[src/rtl/ssp_pkg.sv]
// Shared types for the shadow stack pointer register.
// Assumes a 3-bit privilege mode code driven by the hart context.
package ssp_pkg;

    // Privilege mode encoding seen on the priv_mode port.
    typedef enum logic [2:0] {
        PRIV_U  = 3'd0,
        PRIV_S  = 3'd1,
        PRIV_M  = 3'd3,
        PRIV_VU = 3'd4,
        PRIV_VS = 3'd5
    } priv_e;

    // Outcome of the permission check for one access.
    typedef enum logic [1:0] {
        ACC_OK      = 2'd0,
        ACC_ILLEGAL = 2'd1,
        ACC_VIRTUAL = 2'd2
    } acc_e;

endpackage

[src/rtl/ssp_access_gate.sv]
// Permission check for a shadow stack pointer access.
// Walks the enable chain and yields one verdict, with illegal-instruction
// taking precedence over virtual-instruction. Purely combinational.
// Assumes any mode code other than M counts as below M.
module ssp_access_gate
    import ssp_pkg::*;
(
    input  logic [2:0] mode,
    input  logic       en_mach,
    input  logic       en_hyp,
    input  logic       en_super,
    output acc_e       verdict
);

    logic below_m;
    logic ill_mach;
    logic ill_user;
    logic virt_vs;
    logic virt_vu;

    // Decode each refusal condition separately.
    always_comb begin
        below_m  = (mode != PRIV_M);
        ill_mach = below_m && !en_mach;
        ill_user = (mode == PRIV_U) && !en_super;
        virt_vs  = (mode == PRIV_VS) && !en_hyp;
        virt_vu  = (mode == PRIV_VU) && (!en_hyp || !en_super);
    end

    // Prioritise: illegal first, then virtual, else allowed.
    always_comb begin
        if (ill_mach || ill_user) begin
            verdict = ACC_ILLEGAL;
        end else if (virt_vs || virt_vu) begin
            verdict = ACC_VIRTUAL;
        end else begin
            verdict = ACC_OK;
        end
    end

endmodule

[src/rtl/ssp_ptr_store.sv]
// Storage for the shadow stack pointer.
// Keeps only bits above the 4-byte alignment; bits 1:0 are never stored.
// A 32-bit-wide write stores its low half zero-extended.
// Assumes MAX_XLEN is 32 or 64.
module ssp_ptr_store #(
    parameter int MAX_XLEN = 64
) (
    input  logic                  clk,
    input  logic                  rst_n,
    input  logic                  wr_en,
    input  logic                  xlen_is_64,
    input  logic [MAX_XLEN-1:2]   wdata,
    output logic [MAX_XLEN-1:2]   ptr
);

    localparam int NARROW = 32;

    logic [MAX_XLEN-1:2] wval;

    // Shape the incoming value for the current register width.
    generate
        if (MAX_XLEN > NARROW) begin : g_wide
            always_comb begin
                if (xlen_is_64) begin
                    wval = wdata;
                end else begin
                    wval = {{(MAX_XLEN-NARROW){1'b0}}, wdata[NARROW-1:2]};
                end
            end
        end else begin : g_narrow
            logic unused_width;
            assign unused_width = xlen_is_64;
            always_comb wval = wdata;
        end
    endgenerate

    // Hold the pointer; clear on reset, load on an allowed write.
    always_ff @(posedge clk) begin
        if (!rst_n) begin
            ptr <= '0;
        end else if (wr_en) begin
            ptr <= wval;
        end
    end

endmodule

[src/rtl/ssp_read_mask.sv]
// Read view of the stored pointer for the current register width.
// Bits 1:0 read zero always; bit 2 reads zero in 64-bit width;
// bits at and above 32 read zero in 32-bit width.
module ssp_read_mask #(
    parameter int MAX_XLEN = 64
) (
    input  logic [MAX_XLEN-1:2] ptr,
    input  logic                xlen_is_64,
    output logic [MAX_XLEN-1:0] view
);

    localparam int NARROW = 32;

    // Per-bit masking selected by bit position.
    generate
        for (genvar i = 0; i < MAX_XLEN; i++) begin : g_bit
            if (i < 2) begin : g_zero
                assign view[i] = 1'b0;
            end else if (i == 2) begin : g_b2
                assign view[i] = ptr[i] & ~xlen_is_64;
            end else if (i < NARROW) begin : g_low
                assign view[i] = ptr[i];
            end else begin : g_high
                assign view[i] = ptr[i] & xlen_is_64;
            end
        end
    endgenerate

endmodule

[src/rtl/sstk_ptr_csr.sv]
// Shadow stack pointer register with access checking.
// Matches one register address, checks the enable chain for the current
// mode, updates the pointer on an allowed write and returns the masked
// pointer with the fault verdict one cycle after the request.
// Assumes at most one request per cycle and a synchronous active-low reset.
module sstk_ptr_csr
    import ssp_pkg::*;
#(
    parameter int          MAX_XLEN = 64,
    parameter int          ADDR_W   = 12,
    parameter logic [11:0] CSR_ADDR = 12'h011
) (
    input  logic                 clk,
    input  logic                 rst_n,
    input  logic                 req_valid,
    input  logic [ADDR_W-1:0]    req_addr,
    input  logic                 req_wen,
    input  logic [MAX_XLEN-1:0]  req_wdata,
    input  logic [2:0]           priv_mode,
    input  logic                 xlen_is_64,
    input  logic                 en_mach,
    input  logic                 en_hyp,
    input  logic                 en_super,
    output logic [MAX_XLEN-1:0]  rd_data,
    output logic                 fault_illegal,
    output logic                 fault_virtual
);

    localparam logic [ADDR_W-1:0] MATCH = ADDR_W'(CSR_ADDR);

    acc_e                verdict;
    logic                hit;
    logic                allowed;
    logic                wr_go;
    logic [MAX_XLEN-1:2] ptr;
    logic [MAX_XLEN-1:0] view;
    logic [1:0]          unused_wlow;

    assign unused_wlow = req_wdata[1:0];

    // Address match and permission outcome for this request.
    always_comb begin
        hit     = req_valid && (req_addr == MATCH);
        allowed = hit && (verdict == ACC_OK);
        wr_go   = allowed && req_wen;
    end

    ssp_access_gate u_gate (
        .mode     (priv_mode),
        .en_mach  (en_mach),
        .en_hyp   (en_hyp),
        .en_super (en_super),
        .verdict  (verdict)
    );

    ssp_ptr_store #(.MAX_XLEN(MAX_XLEN)) u_store (
        .clk        (clk),
        .rst_n      (rst_n),
        .wr_en      (wr_go),
        .xlen_is_64 (xlen_is_64),
        .wdata      (req_wdata[MAX_XLEN-1:2]),
        .ptr        (ptr)
    );

    ssp_read_mask #(.MAX_XLEN(MAX_XLEN)) u_mask (
        .ptr        (ptr),
        .xlen_is_64 (xlen_is_64),
        .view       (view)
    );

    // Register the response: old pointer view or zero, plus fault flags.
    always_ff @(posedge clk) begin
        if (!rst_n) begin
            rd_data       <= '0;
            fault_illegal <= 1'b0;
            fault_virtual <= 1'b0;
        end else begin
            rd_data       <= allowed ? view : '0;
            fault_illegal <= hit && (verdict == ACC_ILLEGAL);
            fault_virtual <= hit && (verdict == ACC_VIRTUAL);
        end
    end

endmodule

[config.mk]
export PLATFORM = sky130hd
export DESIGN_NAME = sstk_ptr_csr
export DESIGN_NICKNAME = d
export VERILOG_FILES = /design/src/rtl/ssp_pkg.sv /design/src/rtl/ssp_access_gate.sv /design/src/rtl/ssp_ptr_store.sv /design/src/rtl/ssp_read_mask.sv /design/src/rtl/sstk_ptr_csr.sv
export SDC_FILE = /design/constraint.sdc
export NUM_CORES = 1
export LEC_CHECK = 0
export BUFFER_PORTS_ARGS = -buffer_cell sky130_fd_sc_hd__buf_2
export CORE_UTILIZATION = 53
export CTS_CLUSTER_DIAMETER = 80
export DETAILED_ROUTE_END_ITERATION = 7
export PLACE_DENSITY = 0.84
export SLEW_MARGIN = 30
export SYNTH_ARGS = -nofsm -noshare
export SYNTH_HDL_FRONTEND = slang
export SYNTH_SLANG_ARGS = --single-unit
[constraint.sdc]
create_clock -name clk -period 3.15 [get_ports clk]
set_input_delay 0.315 -clock clk [delete_from_list [all_inputs] [get_ports clk]]
set_output_delay 0.315 -clock clk [all_outputs]
set_load 0.1 [all_outputs]
==> flow_summary.ini <==
[status]
outcome = finished, final reports clean

[clock_network]
clock_path_buffers = 2
numCtsBuffers = 17
cts_hold_buf = 0
cts.clk_slew.worst_paths_ns = 0.06
root_buffer = clkbuf_8
clkLatencyLatePin_ns = 0.50
cts-htree-levels = 4
cts_tree = yes
cts_sinks = 126
cts_setup_buffers = 0
cts_resized = 0

[flow_run]
drv_cap = 0

[synthesis]
ys.flop_type = dfxtp_1
synth_common_cells = dfxtp_1 (126), nand2_1 (92), mux2i_1 (62)
ys_seq_area_share_pct = 57.4
avgSynthCellArea_sq_um = 10.2
synthMostInstantiatedCell = dfxtp_1
ys_types = 23
synth_edf_count = 0
synthesis.area_sq_mm = 0.00440
yosysWarnings = 0
yosys-top-cells-area = dfxtp_1 (57%), mux2i_1 (14%), nand2_1 (7.9%), and3_1 (4.6%), and2_1 (4.1%)
ys_async_sr_fraction_pct = 0
synth-seq-cells = 126
yosysTopAreaCellShare_pct = 57.4
synthCells = 430
synth_area_leader_cell = dfxtp_1

[pwr]
clkPwrFrac_pct = 54.3
peakVddDrop_uv = 392
comb_power_share_pct = 3.5
p_leak_nw = 3.11
switching_share_pct = 20.2
power.switching_mw = 0.765
pwr_density_cell_mw_per_mm2 = 657
seqPwrFrac_pct = 42.1
internal_power_mw = 3.02

[worst_hold_path]
hold_class = in -> reg

[critical_path]
crit_fanout = 42
startpoint_type = input pin
setup.worst_path.class = in -> reg
worst_setup_path_end_kind = flip-flop
cp.required_ns = 3.57
cp.arrival_ns = 2.15

[sta]
finClkSkew_ns = 0.00641
fin_setup_tns_ns = 0
rsz0062_at_grt = no
setup_viol = 0
tightest_slew_ns = 0.740
timing.slew.headroom_pct = 50.7
finalHoldViolCount = 0
drv_slew = 0
min_period_over_period_pct = 54.9
period_needed_ns = 1.73
fmax_mhz = 579

[global_route]
grt.overflow.total = 0
grt_pass1_wl_um = 15300
grt.total_usage_pct = 22.9
antenna_found_initial = 2
grt_max_degree = 80
grt_pass1_vias = 3441

[routing]
top_layer_used = met4
drt_iter0_markers = 151
first_pass_iters = 4
wl_met3_um = 683
ant_nets = 0
num_vias = 3418
drt-wirelength-per-cell_um = 14.0
routed_wl_um = 9500
wl_met2_um = 4650
route.detailed.drc = 0
vias_per_cell = 5.03
wl_met1_um = 4040

[layout]
fin_nets = 653
diodes = 0
syn2layout_area_growth_pct = 31.0
fillers = 566
fin_area_sq_mm = 0.00576
drive_above_1_share_pct = 32.5

[place]
gp_congestion = 0.912
port_buffers = 148
dpl.hpwl_um = 6000
place_area_sq_mm = 0.00513

[die]
core_area_sq_mm = 0.00789
rows = 32
die_h_um = 93.1
dieArea_sq_mm = 0.00867
start_util_pct = 55.8
die_width_um = 93.1
ioPinCount = 153
registers in the layout, indices dropped and copies added, names as in the netlist:
signal,flops
rd_data,62
u_store.ptr,62
fault_virtual,1
fault_illegal,1
layout make-up:
cell class              count  area (sq um)  area share, %
clock buffers              18           418           7.25
clock inverters            13           215           3.74
multi-input cells         269          1690           29.3
flip-flops and latches    126          2520           43.8
well taps                 102           128           2.21
repair buffers            152           788           13.7
layer usage:
metal | track usage (%) | up-vias
li1 | - | 1696
met1 | 26.0 | 1582
met2 | 39.0 | 126
met3 | 8.37 | 14
met4 | 9.10 | 0
met5 | 0 | -
worst paths after layout:
kind / to / start / cells past startpoint / slack, ns
worst min register to register: rd_data[10] / u_store.ptr[10] / 1 / 0.45
worst min-delay path: u_store.ptr[26] / req_wdata[26] / 3 / 0.06
worst max-delay path: u_store.ptr[29] / priv_mode[1] / 6 / 1.42
worst max register to register: u_store.ptr[29] / u_store.ptr[29] / 2 / 2.46
critical path, stage by stage:
cell	delay (ns)
buf_2	0.11
or2_2	0.30
a21oi_1	0.31
or3_4	0.45
buf_12	0.34
mux2i_1	0.27
cells by family (layout without fill, tap and decap cells):
group                  after synthesis  after routing  share of synthesized area (%)
and+or+nand+nor                    200            200                           23.2
DFF                                126            126                           57.4
muxes                               62             62                           14.1
buffers and inverters               36            183                           4.55
AOI/OAI and AO/OA                    5              5                          0.739
other                                1              2                         0.0853
through the flow:
| step | hold WS (ns) | util [%] | power [mW] | cells | setup slack, ns |
|---|---|---|---|---|---|
| 6_report | 0.0573 | 73.0 | 3.78 | 680 | 1.42 |
| 5_1_grt | 0.0393 | 73.0 | 3.90 | 680 | 1.36 |
| 4_1_cts | 0.0383 | 73.0 | 3.81 | 680 | 1.45 |
| 3_5_place_dp | 0.437 | 65.0 | 1.76 | 649 | 0.960 |
| 3_3_place_gp | 0.435 | 65.0 | 1.76 | 649 | 1.01 |
| 2_1_floorplan | 0.430 | - | 1.70 | 431 | 1.60 |
power groups by stage:
stage / logic, mW / registers, mW / clock network [mW]
3_5_place_dp: 0.132 / 1.63 / 0
5_1_grt: 0.146 / 1.59 / 2.16
4_1_cts: 0.134 / 1.59 / 2.08
2_1_floorplan: 0.0687 / 1.63 / 0
3_3_place_gp: 0.129 / 1.63 / 0
6_report: 0.134 / 1.59 / 2.05
cell usage in the layout, fill, tap and decap left out, types with 2 or more instances in the layout:
cell       instances
nand2_1           92
mux2i_1           62
nor2b_1            3
bufinv_16          5
clkinv_2           2
nor4b_2            3
and3_1            32
buf_2            146
clkinv_4           5
buf_4              5
and2_1            29
dfxtp_1          126
nand4_1            2
nand3_1           32
o21a_1             2
nor4b_1            2
conb_1             2
o22ai_1            2
clkbuf_16         16
(Power assumes the default switching activity.)
